### config.mk
export PLATFORM = sky130hd
export DESIGN_NAME = addr_latch_bank_dec
export DESIGN_NICKNAME = d
export VERILOG_FILES = /design/src/rtl/addr_dec_pkg.sv /design/src/rtl/addr_hi_latch.sv /design/src/rtl/addr_window_gen.sv /design/src/rtl/bank_sel_unit.sv /design/src/rtl/addr_latch_bank_dec.sv
export SDC_FILE = /design/constraint.sdc
export NUM_CORES = 1
export LEC_CHECK = 0
export ABC_AREA = 1
export BUFFER_PORTS_ARGS = -buffer_cell sky130_fd_sc_hd__buf_2
export CORE_UTILIZATION = 30
export DETAILED_ROUTE_END_ITERATION = 6
export GPL_TIMING_DRIVEN = 0
export SYNTH_ARGS = -nofsm -noshare
export SYNTH_HDL_FRONTEND = slang
export SYNTH_SLANG_ARGS = --single-unit
### constraint.sdc
create_clock -name clk_i -period 1.9 [get_ports clk_i]
set_clock_uncertainty 0.15 [all_clocks]
set_input_delay 0.095 -clock clk_i [delete_from_list [all_inputs] [get_ports clk_i]]
set_output_delay 0.095 -clock clk_i [all_outputs]
set_load 0.02 [all_outputs]
### src/rtl/addr_dec_pkg.sv
package addr_dec_pkg;
  typedef enum logic {
    HALF_LOW  = 1'b0,
    HALF_HIGH = 1'b1
  } half_e;

  // true when the bank's half is currently allowed to respond
  function automatic logic half_enabled(input half_e half, input logic low_desel);
    return (half == HALF_HIGH) ? low_desel : ~low_desel;
  endfunction
endpackage

### src/rtl/addr_hi_latch.sv
module addr_hi_latch #(
  parameter int BUS_W = 8
) (
  input  logic             clk_i,
  input  logic             rst_ni,
  input  logic             cap_i,
  input  logic [BUS_W-1:0] bus_i,
  output logic [BUS_W-1:0] hi_o
);
  logic [BUS_W-1:0] hi_q;

  always_ff @(posedge clk_i or negedge rst_ni) begin
    if (!rst_ni)    hi_q <= '0;
    else if (cap_i) hi_q <= bus_i;
  end

  assign hi_o = hi_q;
endmodule

### src/rtl/addr_window_gen.sv
module addr_window_gen (
  input  logic clk_i,
  input  logic rst_ni,
  input  logic hi_strobe_i,
  input  logic end_strobe_i,
  output logic valid_o
);
  logic open_q;

  // capture opens the window, the closing strobe ends it; capture wins
  always_ff @(posedge clk_i or negedge rst_ni) begin
    if (!rst_ni)           open_q <= 1'b0;
    else if (hi_strobe_i)  open_q <= 1'b1;
    else if (end_strobe_i) open_q <= 1'b0;
  end

  // high byte changes at the next edge while the capture strobe is up
  assign valid_o = open_q & ~hi_strobe_i;
endmodule

### src/rtl/bank_sel_unit.sv
module bank_sel_unit
  import addr_dec_pkg::*;
#(
  parameter int ADDR_W   = 16,
  parameter int BANK_W   = 3,
  parameter int BANK_LSB = 9
) (
  input  logic [ADDR_W-1:0] addr_i,
  input  logic              valid_i,
  input  logic              low_desel_i,
  input  logic [BANK_W-1:0] strap_i,
  input  logic              hi_half_i,
  output logic              sel_o
);
  logic [BANK_W-1:0] field;
  logic              match;
  half_e             half;

  always_comb begin
    field = addr_i[BANK_LSB +: BANK_W];
    match = (field == strap_i);
    half  = half_e'(hi_half_i);
    sel_o = valid_i & match & half_enabled(half, low_desel_i);
  end
endmodule

### src/rtl/addr_latch_bank_dec.sv
module addr_latch_bank_dec #(
  parameter int BUS_W    = 8,
  parameter int N_BANK   = 4,
  parameter int BANK_W   = 3,
  parameter int BANK_LSB = 9
) (
  input  logic                     clk_i,
  input  logic                     rst_ni,
  input  logic [BUS_W-1:0]         addr_bus_i,
  input  logic                     hi_strobe_i,
  input  logic                     end_strobe_i,
  input  logic                     util_run_i,
  input  logic [N_BANK*BANK_W-1:0] bank_num_i,
  input  logic [N_BANK-1:0]        bank_hi_i,
  output logic [2*BUS_W-1:0]       addr_o,
  output logic                     addr_valid_o,
  output logic [N_BANK-1:0]        bank_sel_o
);
  localparam int ADDR_W = 2 * BUS_W;

  logic [BUS_W-1:0] hi_byte;
  logic             valid;
  logic             low_desel;

  addr_hi_latch #(.BUS_W(BUS_W)) u_hi (
    .clk_i  (clk_i),
    .rst_ni (rst_ni),
    .cap_i  (hi_strobe_i),
    .bus_i  (addr_bus_i),
    .hi_o   (hi_byte)
  );

  addr_window_gen u_win (
    .clk_i        (clk_i),
    .rst_ni       (rst_ni),
    .hi_strobe_i  (hi_strobe_i),
    .end_strobe_i (end_strobe_i),
    .valid_o      (valid)
  );

  assign addr_o       = {hi_byte, addr_bus_i};
  assign addr_valid_o = valid;
  assign low_desel    = util_run_i | addr_o[ADDR_W-1];

  for (genvar i = 0; i < N_BANK; i++) begin : g_bank
    bank_sel_unit #(
      .ADDR_W   (ADDR_W),
      .BANK_W   (BANK_W),
      .BANK_LSB (BANK_LSB)
    ) u_sel (
      .addr_i      (addr_o),
      .valid_i     (valid),
      .low_desel_i (low_desel),
      .strap_i     (bank_num_i[i*BANK_W +: BANK_W]),
      .hi_half_i   (bank_hi_i[i]),
      .sel_o       (bank_sel_o[i])
    );
  end
endmodule

==> metrics.yaml, run 1 <==
cts-buffers-inserted: 3
syn_area_um2: 722
rsz0062_at_grt: "no"
hold_path_class: "primary input to async pin"
fin_crit_ps: 1660
fin_setup_tns_ps: 0
tritoncts: "done"
die_h_um: 51.1
clock-root-buffer: "clkbuf_4"
dp_worst_setup_slack_ps: 525
clockBufferDepth: 2
wire_per_inst_um: 8.44
avgViaCountPerCell: 4.04
place_hpwl_mm: 1.36
fin_cells: 218
critPathKind: "flip-flop to primary output"
io_pins: 50
setup_ws_ps: 240
cp.arrival_ps: 1420
grt_pass1_wl_mm: 2.96
antenna_found_initial: 0
ctsHoldBuffers: 17
peakVddDrop_v: 0.000372
cts-resized-gates: 0
worstMarginPinSlew_ps: 245
synth.yosys.seq_area_share_pct: 31.2
status: "finished clean"
max_slew_margin_pct: 83.6
drtAntennaViolNets: 0
cts.sinks: 9
post-cts-setup-buffer-count: 0
finalHoldViolCount: 0
setup_violations: 0
ys.flop_type: "dfrtp_1"
vias: 880
coreArea_mm2: 0.00223
synthCells: 120
fillers: 225
wl_mm: 1.84
ys_warn_count: 0
start_util_pct: 32.3
synth_top_area_share_pct: 31.2
cp_data_required_time_ps: 1650
place_congestion: 0.747
drv_slew: 0
synth_most_common_cell: "nand2_1"
portBuffers: 49
yosys-top-cells-count: "nand2_1 (53), inv_1 (16), nor2_1 (13)"
fmax_ghz: 0.602
drt_iter0_drc: 6
grt_overflow: 0
start_kind: "flip-flop"
async_flop_share_pct: 100
drv_cap: 0
fin_nets: 220
powerDensity_mw_per_mm2: 510
crit_path_max_fanout: 4
drc: 0
dp.cells: 197
clk_latency_ps: 250
rows: 17
syn_to_final_growth_pct: 66.2
diodes: 0
grt_pass1_vias: 795
die_w_um: 51.1
die_area_mm2: 0.00261
htree_levels: 1
clkTransAtPathRegs_ps: 70
ys_ff_latch: 9
grt_max_degree: 11
fin_crit_sh_pct: 87.4
power_leakage_nw: 0.753
synth_area_leader_cell: "dfrtp_1"
synth-edff-count: 0
synth.net_count: 149
drive_gt1_share_pct: 37.4
drt_first_pass_iters: 4
worstSetupEndpointType: "primary output"
synthDistinctLibCells: 11
avgSynthCellArea_um2: 6.02
grt_usage_pct: 15.3
synth_area_leaders: "dfrtp_1 (31%), nand2_1 (28%), buf_4 (12%), inv_1 (8.3%), nor2_1 (6.8%)"
[worst max-delay path, cell delays in order (launching register included)]
cell and delay [ps]:
dfrtp_1 390, nor2_1 230, nand2_1 80, nand2_1 70, nand2_1 50, nor2_1 90
buf_4 110, buf_2 150
[area by class of cell]
type / instances / area [um^2] / share of cell area, %
repair buffers: 66 / 415 / 34.6
clock inverters: 1 / 5.00 / 0.417
well taps: 28 / 35.0 / 2.92
inverters: 18 / 67.6 / 5.63
multi-input cells: 78 / 324 / 27.0
flip-flops and latches: 9 / 225 / 18.8
plain buffers: 15 / 105 / 8.76
clock buffers: 3 / 22.5 / 1.88
[final timing paths]
path | startpoint | end | slack (ps) | cells past startpoint
setup / recovery | u_hi.hi_o[7] | bank_sel_o[1] | 240 | 7
hold / removal | rst_ni | u_hi.hi_o[5] | 80 | 2
setup reg to reg | u_hi.hi_o[1] | u_hi.hi_o[1] | 430 | 4
hold reg to reg | u_hi.hi_o[7] | u_hi.hi_o[7] | 440 | 2
max in group asynchronous | rst_ni | u_hi.hi_o[3] | 1340 | 2
min in group clk_i | hi_strobe_i | u_hi.hi_o[2] | 120 | 3
[cells by family after synthesis]
group | share of synthesized area, %
AND/OR/NAND/NOR | 35.2
buffers and inverters | 23.9
flip-flops | 31.2
AO/OA/AOI/OAI | 4.85
XOR/XNOR | 4.85
[state kept, by name, indices dropped and copies added (netlist names)]
name	count
u_hi.hi_o	8
u_win.open_q	1
[layer usage]
metal	wire (um)	GRT usage, %
met1	757	16.0
met2	929	28.9
met3	140	2.08
met4	12	8.33
met5	0	0
[power by group]
| part | internal [W] | leakage, nW | total [W] | switching, W |
|---|---|---|---|---|
| sequential | 0.000208 | 0.108 | 0.000219 | 0.0000105 |
| clock | 0.0000777 | 0.0177 | 0.000148 | 0.0000704 |
| combinational | 0.000118 | 0.627 | 0.000245 | 0.000127 |
| total | 0.000404 | 0.753 | 0.000612 | 0.000208 |
[layout by cell type (no fill, tap or decap)]
cell / netlist / routed
clkinv_2: 0 / 1
inv_1: 16 / 16
buf_2: 3 / 52
nand2_2: 1 / 1
xnor2_1: 4 / 4
nand2_1: 53 / 53
inv_2: 2 / 2
a21oi_1: 4 / 4
buf_4: 12 / 12
dfrtp_1: 9 / 9
clkbuf_4: 0 / 3
nor2_1: 13 / 13
dlygate4sd3_1: 0 / 17
o21ai_0: 3 / 3
[metrics by stage]
| stage | hold WS, ps | utilization (%) | total power, W | cell area (um^2) |
|---|---|---|---|---|
| 2_1_floorplan | -351 | - | 0.000356 | 722 |
| 3_3_place_gp | -194 | 44.9 | 0.000430 | 1000 |
| 3_5_place_dp | -194 | 44.9 | 0.000434 | 1000 |
| 4_1_cts | 50.7 | 53.7 | 0.000618 | 1200 |
| 5_1_grt | 103 | 53.7 | 0.000657 | 1200 |
| 6_report | 75.7 | 53.7 | 0.000612 | 1200 |
No activity file was read; power rests on OpenSTA's default activity.
==> inputs of run 2 (changes only) <==
CORE_UTILIZATION = 43   (was 30)
PLACE_DENSITY = 0.83   (was unset)
==> metrics.yaml, run 2 (synthesis gave the netlist of run 1 again) <==
finalHoldViolCount: 0  # unchanged
finish.utilization_pct: 75.5  # +22 points
largest_reg_flops: 8  # unchanged
grt_usage_pct: 24.4  # +9.1 points
drv_cap: 0  # unchanged
start_util_pct: 46.8  # +15 points
dp.cells: 185  # -6.1%
grt_pass1_vias: 874  # +9.9%
cts-resized-gates: 0  # unchanged
fin_cells: 204  # -6.4%
final_cell_area_mm2: 0.00116  # -3.0%
cp.buffers_inverters: 2  # unchanged
critPathMaxStageDelay_ps: 390  # about the same
tritoncts: "done"
worst_path_max_delay_cell: "dfrtp_1"
hold_path_class: "primary input to flip-flop"
crit_family: "simple AND/OR/NAND/NOR gates"
cts-buffers-inserted: 3  # unchanged
clockBufferDepth: 2  # unchanged
fin_crit_sh_pct: 87.8  # +0.39 points
powerDensity_mw_per_mm2: 525  # +3.0%
drive_gt1_share_pct: 37.2  # -0.13 points
clkTransAtPathRegs_ps: 60  # about the same
htree_levels: 1  # unchanged
status: "finished clean"
antenna_found_initial: 0  # unchanged
worstMarginPinSlew_ps: 238  # -6.72 ps
final_common_cell: "nand2_1"
grt_max_degree: 11  # unchanged
power_leakage_nw: 0.741  # -1.6%
ctsHoldBuffers: 15  # -2
grt_overflow: 0  # unchanged
path_cells: "nor2_1, nand2_1, nand2_1, nand2_1, nor2_1, buf_4, buf_2"
die_area_mm2: 0.00185  # -29%
rsz0062_at_grt: "no"
drt_iter0_drc: 9  # +3
clk_latency_ps: 260  # about the same
fillers: 124  # -45%
cp_data_required_time_ps: 1650  # about the same
cpMostUsedCell: "nand2_1"
coreArea_mm2: 0.00154  # -31%
final_cell_mix: "nand2_1 (53), buf_2 (52), inv_1 (16)"
avgViaCountPerCell: 4.54  # +13%
place_congestion: 0.850  # +14%
drtAntennaViolNets: 0  # unchanged
max_slew_margin_pct: 84.1  # +0.45 points
die_h_um: 43.0  # -16%
hold_slack_ps: 15.0  # -60.7 ps
place_hpwl_mm: 1.37  # +0.50%
wire_per_inst_um: 10.1  # +20%
peakVddDrop_v: 0.000512  # +38%
fin_setup_tns_ps: 0  # unchanged
placed_cell_area_um2: 987  # -1.5%
cts.sinks: 9  # unchanged
cp.arrival_ps: 1420  # about the same
drc: 0  # unchanged
clock-root-buffer: "clkbuf_4"
drv_slew: 0  # unchanged
grt_pass1_wl_mm: 3.41  # +15%
crit_path_max_fanout: 4  # unchanged
fin_nets: 218  # -0.91%
rows: 14  # -3
fin_crit_ps: 1670  # +7.45 ps
start_kind: "flip-flop"
die_w_um: 43.0  # -16%
setup_violations: 0  # unchanged
critPathKind: "flip-flop to primary output"
wl_mm: 2.06  # +12%
worstSetupEndpointType: "primary output"
syn_to_final_growth_pct: 61.2
io_pins: 50  # unchanged
drt_first_pass_iters: 4  # unchanged
post-cts-setup-buffer-count: 0  # unchanged
vias: 927  # +5.3%
fmax_ghz: 0.600  # -0.45%
portBuffers: 49  # unchanged
diodes: 0  # unchanged
run 2: final timing paths:
path	start	to	slack, ps	cells past startpoint
min in group asynchronous	rst_ni	u_hi.hi_o[6]	90	2
min	hi_strobe_i	u_hi.hi_o[5]	20	4
max in group asynchronous	rst_ni	u_hi.hi_o[7]	1330	2
min reg2reg	u_hi.hi_o[5]	u_hi.hi_o[5]	350	2
max reg2reg	u_hi.hi_o[1]	u_hi.hi_o[1]	440	4
max	u_hi.hi_o[7]	bank_sel_o[1]	230	7
run 2: worst register-to-register path, cell delays in order, from the launching register on:
cell           delay (ps)
dfrtp_1               370
buf_2                 170
nand2_1                70
nand2_1                40
dlygate4sd3_1         550
run 2: power breakdown:
| group | switching, W | total, W | internal (W) |
|---|---|---|---|
| clock | 0.0000680 | 0.000149 | 0.0000810 |
| sequential | 0.0000110 | 0.000219 | 0.000208 |
| combinational | 0.000129 | 0.000243 | 0.000114 |
run 2: per-stage QoR:
step	power, W	setup slack (ps)
6_report	0.000611	232
3_5_place_dp	0.000435	500
3_3_place_gp	0.000428	541
2_1_floorplan	0.000356	602
5_1_grt	0.000650	113
4_1_cts	0.000611	209
run 2: routing by layer:
metal	track usage [%]	part of all wire, %	up-vias
met3	2.98	7.8	4
met5	0	0	-
met4	9.09	1.1	0
met1	26.3	39	410
li1	-	-	471
met2	47.3	52	42
run 2: cell type report:
type / count / area (um^2) / area share [%]
timing repair buffer: 64 / 395 / 34.0
inverter: 18 / 67.6 / 5.81
multi-input combinational: 78 / 324 / 27.8
buffer: 15 / 105 / 9.03
sequential: 9 / 225 / 19.4
tap: 16 / 20.0 / 1.72
clock buffer: 4 / 26.3 / 2.26
